--- src/rtl/isp_pkg.sv ---
package isp_pkg;
  localparam logic [7:0] OP_ENABLE  = 8'hAC;
  localparam logic [7:0] SYNC_BYTE  = 8'h53;
  localparam logic [7:0] ERASE_BYTE = 8'h80;
  localparam logic [7:0] OP_PREAD   = 8'h20;
  localparam logic [7:0] OP_PWRITE  = 8'h40;
  localparam logic [7:0] OP_DREAD   = 8'hA0;
  localparam logic [7:0] OP_DWRITE  = 8'hC0;

  typedef struct packed {
    logic shiftIn;   // accepted rising edge
    logic shiftOut;  // accepted falling edge
    logic byteDone;  // eighth rising edge of a byte
    logic loadRead;  // present array data as next response byte
    logic selData;   // read from data array instead of program array
    logic doPWrite;
    logic doDWrite;
    logic doErase;
    logic clearAll;  // qualified resync
  } strobe_t;
endpackage

--- src/rtl/isp_sync.sv ---
module isp_sync #(
  parameter int W      = 1,
  parameter int STAGES = 2
) (
  input  logic         clk,
  input  logic         rstN,
  input  logic [W-1:0] din,
  output logic [W-1:0] dout
);
  logic [W-1:0] stage [STAGES];

  always_ff @(posedge clk or negedge rstN) begin
    if (!rstN) begin
      for (int i = 0; i < STAGES; i++) stage[i] <= '0;
    end else begin
      stage[0] <= din;
      for (int i = 1; i < STAGES; i++) stage[i] <= stage[i-1];
    end
  end

  assign dout = stage[STAGES-1];
endmodule

--- src/rtl/isp_ctrl.sv ---
module isp_ctrl
  import isp_pkg::*;
#(
  parameter int MIN_SLOW = 3,
  parameter int MIN_FAST = 4,
  parameter int RST_MIN  = 2
) (
  input  logic       clk,
  input  logic       rstN,
  input  logic       fastClk,
  input  logic       sckS,
  input  logic       rstS,
  input  logic [7:0] b0,
  input  logic [7:0] b1,
  output strobe_t    stb,
  output logic [1:0] byteCnt,
  output logic       progMode
);
  localparam int RW = $clog2(MIN_FAST + 1);
  localparam int QW = $clog2(RST_MIN + 1);

  logic          sckLvl;
  logic [RW-1:0] runCnt;
  logic [RW-1:0] minLen;
  logic          mismatch, accept, rise, fall;
  logic [QW-1:0] rstCnt;
  logic          rstHold, clearAll;
  logic [2:0]    bitCnt;
  logic          byteDone, lastByte, isEnable, isErase;

  assign minLen   = fastClk ? RW'(MIN_FAST) : RW'(MIN_SLOW);
  assign mismatch = sckS != sckLvl;
  assign accept   = mismatch && (runCnt == minLen - RW'(1));
  assign rise     = accept && sckS && !rstS;
  assign fall     = accept && !sckS && !rstS;

  // phase qualification: a new level must persist minLen clocks
  always_ff @(posedge clk or negedge rstN) begin
    if (!rstN) begin
      sckLvl <= 1'b0;
      runCnt <= '0;
    end else if (!mismatch || accept) begin
      runCnt <= '0;
      if (accept) sckLvl <= sckS;
    end else begin
      runCnt <= runCnt + RW'(1);
    end
  end

  // resync qualification: progRst high with the clock low for RST_MIN clocks
  assign rstHold  = rstS && !sckLvl;
  assign clearAll = rstHold && (rstCnt == QW'(RST_MIN - 1));

  always_ff @(posedge clk or negedge rstN) begin
    if (!rstN) rstCnt <= '0;
    else if (!rstHold) rstCnt <= '0;
    else if (rstCnt != QW'(RST_MIN)) rstCnt <= rstCnt + QW'(1);
  end

  assign byteDone = rise && (bitCnt == 3'd7);
  assign lastByte = byteDone && (byteCnt == 2'd3);
  assign isEnable = (b0 == OP_ENABLE) && (b1 == SYNC_BYTE);
  assign isErase  = (b0 == OP_ENABLE) && (b1 == ERASE_BYTE);

  always_ff @(posedge clk or negedge rstN) begin
    if (!rstN) begin
      bitCnt   <= '0;
      byteCnt  <= '0;
      progMode <= 1'b0;
    end else if (clearAll) begin
      bitCnt   <= '0;
      byteCnt  <= '0;
      progMode <= 1'b0;
    end else begin
      if (rise) bitCnt <= bitCnt + 3'd1;
      if (byteDone) byteCnt <= byteCnt + 2'd1;
      if (lastByte && isEnable) progMode <= 1'b1;
    end
  end

  always_comb begin
    stb          = '0;
    stb.shiftIn  = rise;
    stb.shiftOut = fall;
    stb.byteDone = byteDone;
    stb.clearAll = clearAll;
    stb.selData  = (b0 == OP_DREAD);
    stb.loadRead = byteDone && (byteCnt == 2'd2) && progMode &&
                   ((b0 == OP_PREAD) || (b0 == OP_DREAD));
    stb.doPWrite = lastByte && progMode && (b0 == OP_PWRITE);
    stb.doDWrite = lastByte && progMode && (b0 == OP_DWRITE);
    stb.doErase  = lastByte && progMode && isErase;
  end
endmodule

--- src/rtl/isp_dpath.sv ---
module isp_dpath
  import isp_pkg::*;
#(
  parameter int PM_DEPTH = 64,
  parameter int DM_DEPTH = 32
) (
  input  logic       clk,
  input  logic       rstN,
  input  strobe_t    stb,
  input  logic       mosiS,
  input  logic [1:0] byteCnt,
  output logic [7:0] b0,
  output logic [7:0] b1,
  output logic       miso
);
  localparam int PAW = $clog2(PM_DEPTH);
  localparam int DAW = $clog2(DM_DEPTH);

  logic [7:0] pmem [PM_DEPTH];
  logic [7:0] dmem [DM_DEPTH];
  logic [7:0] rxShift, b2, txReg, newByte, readData;
  logic       misoR;

  assign newByte  = {rxShift[6:0], mosiS};
  assign readData = stb.selData ? dmem[newByte[DAW-1:0]] : pmem[newByte[PAW-1:0]];

  always_ff @(posedge clk or negedge rstN) begin
    if (!rstN) begin
      rxShift <= '0;
      b0      <= '0;
      b1      <= '0;
      b2      <= '0;
      txReg   <= '0;
      misoR   <= 1'b0;
    end else begin
      if (stb.shiftIn) rxShift <= newByte;
      if (stb.byteDone) begin
        case (byteCnt)
          2'd0:    b0 <= newByte;
          2'd1:    b1 <= newByte;
          2'd2:    b2 <= newByte;
          default: ;
        endcase
        txReg <= stb.loadRead ? readData : newByte;
      end else if (stb.shiftOut) begin
        misoR <= txReg[7];
        txReg <= {txReg[6:0], 1'b0};
      end
    end
  end

  // program array: bits can only be cleared by a write
  always_ff @(posedge clk or negedge rstN) begin
    if (!rstN) begin
      for (int i = 0; i < PM_DEPTH; i++) pmem[i] <= 8'hFF;
    end else if (stb.doErase) begin
      for (int i = 0; i < PM_DEPTH; i++) pmem[i] <= 8'hFF;
    end else if (stb.doPWrite) begin
      pmem[b2[PAW-1:0]] <= pmem[b2[PAW-1:0]] & newByte;
    end
  end

  // data array: write erases the location itself
  always_ff @(posedge clk or negedge rstN) begin
    if (!rstN) begin
      for (int i = 0; i < DM_DEPTH; i++) dmem[i] <= 8'hFF;
    end else if (stb.doErase) begin
      for (int i = 0; i < DM_DEPTH; i++) dmem[i] <= 8'hFF;
    end else if (stb.doDWrite) begin
      dmem[b2[DAW-1:0]] <= newByte;
    end
  end

  assign miso = misoR;
endmodule

--- src/rtl/isp_target.sv ---
module isp_target
  import isp_pkg::*;
#(
  parameter int PM_DEPTH    = 64,
  parameter int DM_DEPTH    = 32,
  parameter int SYNC_STAGES = 2
) (
  input  logic clk,
  input  logic rstN,
  input  logic progRst,
  input  logic fastClk,
  input  logic sck,
  input  logic mosi,
  output logic miso,
  output logic progMode
);
  strobe_t    stb;
  logic [2:0] syncOut;
  logic       sckSync, mosiSync, rstSync;
  logic [7:0] b0, b1;
  logic [1:0] byteCnt;

  isp_sync #(.W(3), .STAGES(SYNC_STAGES)) i_sync (
    .clk(clk), .rstN(rstN), .din({sck, mosi, progRst}), .dout(syncOut)
  );
  assign {sckSync, mosiSync, rstSync} = syncOut;

  isp_ctrl i_ctrl (
    .clk(clk), .rstN(rstN), .fastClk(fastClk), .sckS(sckSync), .rstS(rstSync),
    .b0(b0), .b1(b1), .stb(stb), .byteCnt(byteCnt), .progMode(progMode)
  );

  isp_dpath #(.PM_DEPTH(PM_DEPTH), .DM_DEPTH(DM_DEPTH)) i_dpath (
    .clk(clk), .rstN(rstN), .stb(stb), .mosiS(mosiSync), .byteCnt(byteCnt),
    .b0(b0), .b1(b1), .miso(miso)
  );
endmodule

--- config.mk ---
export PLATFORM = sky130hd
export DESIGN_NAME = isp_target
export DESIGN_NICKNAME = d
export VERILOG_FILES = /design/src/rtl/isp_pkg.sv /design/src/rtl/isp_sync.sv /design/src/rtl/isp_ctrl.sv /design/src/rtl/isp_dpath.sv /design/src/rtl/isp_target.sv
export SDC_FILE = /design/constraint.sdc
export NUM_CORES = 2
export LEC_CHECK = 0
export BUFFER_PORTS_ARGS = -buffer_cell sky130_fd_sc_hd__buf_2
export CORE_MARGIN = 2
export CORE_UTILIZATION = 45
export CTS_BUF_LIST = sky130_fd_sc_hd__clkbuf_8 sky130_fd_sc_hd__clkbuf_16
export DETAILED_ROUTE_END_ITERATION = 10
export PLACE_DENSITY = 0.7
export SYNTH_ARGS = -nofsm -noshare
export SYNTH_HDL_FRONTEND = slang
export SYNTH_SLANG_ARGS = --single-unit
--- constraint.sdc ---
create_clock -name clk -period 2.55 [get_ports clk]
set_input_delay 0.255 -clock clk [delete_from_list [all_inputs] [get_ports clk]]
set_output_delay 0.255 -clock clk [all_outputs]
set_load 0.005 [all_outputs]
* Word level (Yosys, flattened, before mapping)
Index checks and enable logic that the tools add are counted.
** Cells by class
- $lt $le $gt $ge :: 6
- Add/sub/neg operators :: 5
- Bitwise operators :: 6
- Eq/ne operators :: 16
- Reduce and logical (&&, ||, !) cells :: 39
- Multiplexer cells :: 33
** Operator list (number)
- 2-to-1 mux 512 bit :: 2
- bitwise mux 512 bit :: 1
- 2-to-1 mux 256 bit :: 2
- bitwise mux 256 bit :: 1
- binary-select mux 8 bit (select 6 bit) :: 2
- 2-to-1 mux 8 bit :: 12
- demux 8 bit (select 6 bit) :: 1
- binary-select mux 8 bit (select 5 bit) :: 1
- demux 8 bit (select 5 bit) :: 1
- equality test 8 bit, second input constant :: 4
- logical AND 1 bit :: 21
- equality test 8 x 7 -> 1 bit, second input constant :: 2
- greater-or-equal comparator 7 bit, second input constant :: 2
- NOT 6 -> 7 bit :: 2
- greater-or-equal comparator 6 bit, second input constant :: 2
- 2-to-1 mux 3 bit :: 4
- NOT 5 -> 6 bit :: 2
- nonzero test 2 bit :: 6
- AND reduction 2 bit :: 5
- bitwise AND 8 bit :: 1
- equality test 8 x 6 -> 1 bit, second input constant :: 1
- 2-to-1 mux 2 bit :: 4
- less-than comparator 7 x 1 -> 1 bit, second input constant :: 1
- adder 3 x 1 -> 3 bit, second input constant :: 2
- other kinds (14) :: 23
** Storage, ports and cells
- Output and inout bits :: 2
- Bits of input ports :: 6
- Logic and storage cells :: 215
- Register bits :: 824

* Depth between registers and ports, before layout
- Depth after elaboration :: 12
- Depth in mapped cells :: 13
- Depth with buffers taken out :: 8

* Hierarchy
From an unflattened synthesis, not the netlist that was laid out.
** Second synthesis, totals
- Cell total of the unflattened synthesis :: 4392
- Area total of the unflattened synthesis :: 45897.8 um2
** By module, submodules not included
- isp_dpath :: times used 1, area each 44883.0 um2, sequential area each 21130.3 um2, cells an instance 4291
- isp_ctrl :: times used 1, area each 842.1 um2, sequential area each 300.3 um2, cells an instance 92
- isp_sync :: times used 1, area each 172.7 um2, sequential area each 150.1 um2, cells an instance 9

* Worst setup path before layout
OpenSTA, ideal clock, no wires.
- Path type :: register to register
- Start point :: register i_ctrl.bitCnt[0]
- End point :: register i_dpath.pmem[34] (netlist name)
- Required time :: 2.460 ns
- Setup slack :: -0.053 ns
- Period minus slack after synthesis :: 2.603 ns
- Stages on the path, launching flop included :: 11
- Setup time :: 0.090 ns
- Path buffers :: 2
- Arrival :: 2.513 ns
- Cell sequence :: dfrtp_1 -> ha_1 -> ha_1 -> nor4bb_1 -> nand3_1 -> nor3_1 -> buf_2 -> nand3_1 -> buf_2 -> a21oi_1 -> o21ai_0
** Between the ends
- Cells in the longest elaborated chain, start to end :: 6
- Elaborated cells on any way between the ends :: 8
- Classes of those cells :: eq/ne: 1; mux: 1; reduce/logical: 6
** Ends and longest elaborated chain
- from (decl) :: RTL line isp_ctrl.sv:28 : logic [2:0] bitCnt;
- from (signal assigned) :: RTL line isp_ctrl.sv:75 : if (rise) bitCnt <= bitCnt + 3'd1;
- equality test 3 bit * :: RTL line isp_ctrl.sv:60 : assign byteDone = rise && (bitCnt == 3'd7);
- logical AND 1 bit * :: RTL line isp_ctrl.sv:60
- logical AND 1 bit * :: RTL line isp_ctrl.sv:61 : assign lastByte = byteDone && (byteCnt == 2'd3);
- logical AND 1 bit * :: RTL line isp_ctrl.sv:90, isp_ctrl.sv:92
- logical AND 1 bit (on tied branches) :: RTL line isp_ctrl.sv:92, isp_ctrl.sv:90
- 2-to-1 mux 512 bit or nonzero test 2 bit (tied branches)
- to (signal, indexed assignment) :: RTL line isp_dpath.sv:59 : pmem[b2[PAW-1:0]] <= pmem[b2[PAW-1:0]] & newByte;
- to (decl) :: RTL line isp_dpath.sv:19 : logic [7:0] pmem [PM_DEPTH];
Every way passes the cells marked *; elsewhere a longest branch is shown, timed or not.
A chain may end at the register's enable or synchronous reset.

* Worst setup path after layout
- Start point :: register i_dpath.b2[0]
- End point :: register i_dpath.pmem[498] (netlist name)
** Between the ends
- Cells in the longest elaborated chain, start to end :: 8
- Elaborated cells on any way between the ends :: 13
- Classes of those cells :: order compare: 2; mux: 8; bitwise: 2; reduce/logical: 1
** Ends and longest elaborated chain
- from (decl) :: RTL line isp_dpath.sv:21 : logic [7:0] rxShift, b2, txReg, newByte, readData;
- from (signal assigned) :: RTL line isp_dpath.sv:41 : 2'd2: b2 <= newByte;
- NOT 6 -> 7 bit (not written as such) * :: RTL line isp_dpath.sv:59
- greater-or-equal comparator 7 bit (not written as such), or another cell as far along :: RTL line isp_dpath.sv:59
- logical AND 1 bit (not written as such) or 2-to-1 mux 8 bit (tied branches) :: RTL line isp_dpath.sv:59
- 2-to-1 mux 8 bit (not written as such) :: RTL line isp_dpath.sv:59
- demux 8 bit (select 6 bit) or bitwise AND 8 bit (tied branches) :: RTL line isp_dpath.sv:59
- bitwise mux 512 bit * :: RTL line isp_dpath.sv:59
- 2-to-1 mux 512 bit * :: RTL line isp_dpath.sv:58 : end else if (stb.doPWrite) begin
- 2-to-1 mux 512 bit * :: RTL line isp_dpath.sv:56 : end else if (stb.doErase) begin
Every way passes the cells marked *; elsewhere a longest branch is shown, timed or not. The select of a mux whose other input is x is not followed.

==> impl_results.md <==
* CP startpoint: i_dpath.b2[0]
* Initial DRC Count at 5,056
* Tightest Hold Check Type: in -> async
* Tmin final at 2.949 ns
* Worst slew margin at 0.5040
* Yosys warnings at 0
* Max-cap violations at 0
* Number of CTS-inserted buffers at 90
* Die Ht at 318.8 um
* Average wire per standard cell at 27.40 um
* Share of cells above drive strength 1 at 0.4717
* Fin nets at 4,322
* Top cells by area, synth: dfstp_2 (45%), mux4_2 (13%), mux2i_1 (8.9%)
* Root Buffer: clkbuf_16
* GPL Wtd Cong at 0.9777
* Worst IR Drop VDD at 0.0006263 V
* Compound-Gate Fraction of Synth Area at 0.1448
* Endpoints failing setup at 494
* Post-synth EDFFs at 0
* Part of the power in registers at 0.402
* Setup CP Type: reg -> reg
* DRC at 0
* RSZ-0062 raised after global routing: yes
* Buffers on Ports at 7
* Worst reg2reg path depth at 11
* CP endpoint kind: flip-flop
* Drt pass-1 iters at 8
* Initial antenna violation count at 3
* Core area at 98,280 um2
* Post-route ant nets at 0
* Final wirelength at 155,200 um
* Mapped cell area at 44,590 um2
* Clock-pin slew on the worst setup and hold paths at 0.06 ns
* Worst skew pair latency at 0.69 ns
* Die Wd at 318.8 um
* Die area at 101,600 um2
* Sw Share at 0.3063
* Synth area leader: dfstp_2
* Layout fillers at 7,830
* FF+latch area at 21,610 um2
* # clock sinks at 824
* Largest family of logic cells by synthesized area: multiplexers
* Post-Synth XOR/XNOR Area at 0.001150
* Ys async rst share at 1.000
* # IOs at 8
* Synth Area in Adders at 0.002525
* Distinct cells, synth at 82
* Post-Layout Cell Count at 5,663
* DP Worst Slack at -0.4232 ns
* Grt ovf at 0
* Period Utilization, post-route at 1.157
* Clock H-tree levels at 3
* Leakage power at 0.02252 uW
* Via-per-instance ratio at 6.497
* Final total power at 33,730 uW
* Synth top cells by count: dfstp_2 (768), nand2_1 (664), mux2i_1 (397), a21oi_1 (324), o21ai_0 (295)
* Gr usage total at 0.2897
* Max Clk Rate at 0.3391 GHz
* Main synth FF type: dfstp_2
* Placed instance count at 5,396
* First-pass GRT wire length at 226,500 um
* Clock skew at 0.03846 ns
* Combinational Power Share at 0.211
* Area Growth Syn to Fin at 24.96%
* Cell with the most instances after synthesis: dfstp_2
* Footprint of the multi-input gates at 22,160 um2
* Starting Density at 0.4538
* Post-Synth Simple-Gate Area at 0.09862
* Synth top area share at 0.4525
* Final WS setup at -0.3994 ns
* Seq/Total Area, Yosys at 0.4839
* Largest net degree at the start of global routing at 98
* R2r startpoint: i_dpath.b2[0]
* Critical path required time at 3.10 ns
* Clock buffer depth at 3
* Post-Syn Instances at 3,970
* Vias in the first global route at 35,290
* Post-route cell area at 55,730 um2
* Post-DP HPWL at 101,900 um
* Area after DPL at 50,100 um2
* Run status: complete, but fails checks
* Failing checks: setup timing
* Multiplexer share of the synthesized area at 0.2270
* # rows at 115
* CP max FO at 10
* P_int at 23,400 uW
* Psw at 10,330 uW
* Post-Syn Nets at 3,985
* Final hold slack at 0.1676 ns
* Endpoints failing hold at 0
* Arrival time at the worst endpoint at 3.50 ns
* Synth Register Bits at 824
* Synth Area per Inst at 11.23 um2
* Diodes inserted at 0
* Pwr dens at 605.3 nW/um2
* Final Max Slew Viols at 0
* Routed via count at 36,790
* Startpoint Class: flip-flop
* TritonCTS clock tree: built
* Worst-Margin Slew at 0.7406 ns
* Clock Power Share at 0.387
## logic make-up after synthesis
logic type / after synthesis
AO/OA/AOI/OAI: 1034
AND/OR/NAND/NOR: 993
flip-flops: 824
XOR/XNOR: 5
buffers and inverters: 412
adder cells (fa/ha/maj): 9
multiplexers: 693
## sequential cells by signal, summed over array words and instances, names as in the netlist
name             count
i_ctrl.bitCnt        3
i_ctrl.byteCnt       2
i_ctrl.progMode      1
i_ctrl.rstCnt        2
i_ctrl.runCnt        3
i_ctrl.sckLvl        1
i_dpath.b0           8
i_dpath.b1           8
i_dpath.b2           6
i_dpath.dmem       256
i_dpath.miso         1
i_dpath.pmem       512
i_dpath.rxShift      7
i_dpath.txReg        8
i_sync.dout          3
i_sync.stage         3
## final timing paths
kind                       slack [ns]           endpoint
max                             -0.40  i_dpath.pmem[498]
max reg2reg                     -0.40  i_dpath.pmem[498]
max in group asynchronous        1.45   i_dpath.pmem[10]
min reg2reg                      0.36     i_sync.dout[2]
min                              0.17      i_dpath.b1[6]
min in group clk                 0.22   i_ctrl.runCnt[2]
## area by class of cell
class | instances | share of cell area
clock buffers | 113 | 0.04630
flip-flops and latches | 824 | 0.3878
repair buffers | 641 | 0.1320
multi-input cells | 2734 | 0.3977
inverters | 16 | 0.001145
well taps | 1287 | 0.02890
clock inverters | 48 | 0.006242
## worst max-delay path, stage by stage, from the launching register on
cell      delay [ns]
dfrtp_4         0.44
buf_4           0.13
buf_12          0.16
buf_4           0.23
mux2i_1         0.32
a21oi_1         0.14
a31oi_1         0.52
o21ai_1         0.23
o21bai_4        0.27
buf_12          0.15
buf_12          0.12
o211ai_1        0.10
## per-stage QoR
stage,utilization,TNS (ns)
3_3_place_gp,0.5098,-100.81
5_1_grt,0.5670,-87.78
6_report,0.5670,-74.54
3_5_place_dp,0.5098,-107.33
2_1_floorplan,-,0
4_1_cts,0.5479,-35.74
## repair_timing
item                       in CTS  in global routing
buffers inserted               25                 60
setup endpoints to repair     480                689
hold buffers                    4                  0
pin swaps                      28                147
hold endpoints to repair       56                  0
gates cloned                    9                 21
gates resized for setup       110                298
## metal layers
layer | GRT usage | up-vias | share of wire
li1 | - | 15390 | -
met5 | 0 | - | 0.00091
met3 | 0.06662 | 528 | 0.12
met2 | 0.4397 | 2314 | 0.45
met1 | 0.3990 | 18550 | 0.38
met4 | 0.1246 | 8 | 0.054
## cells in the final DEF (no fill, tap or decap), drive strengths merged, types with 130 or more instances in the layout
master	count
o211ai	248
mux2i	397
buf	620
dfstp	768
nand3	134
o21ai	297
mux4	250
a21oi	325
nand2	664
clkbuf	130
## power by group through the flow
stage                     registers (uW)  logic, uW  clock network [uW]
after floorplan                    13500       3040                   0
after global placement             13700       6240                   0
after detailed placement           13700       6270                   0
after CTS                          13500       6370               13200
after global routing               13600       7250               13700
final                              13600       7100               13100
Power figures use the tool's default switching activity.
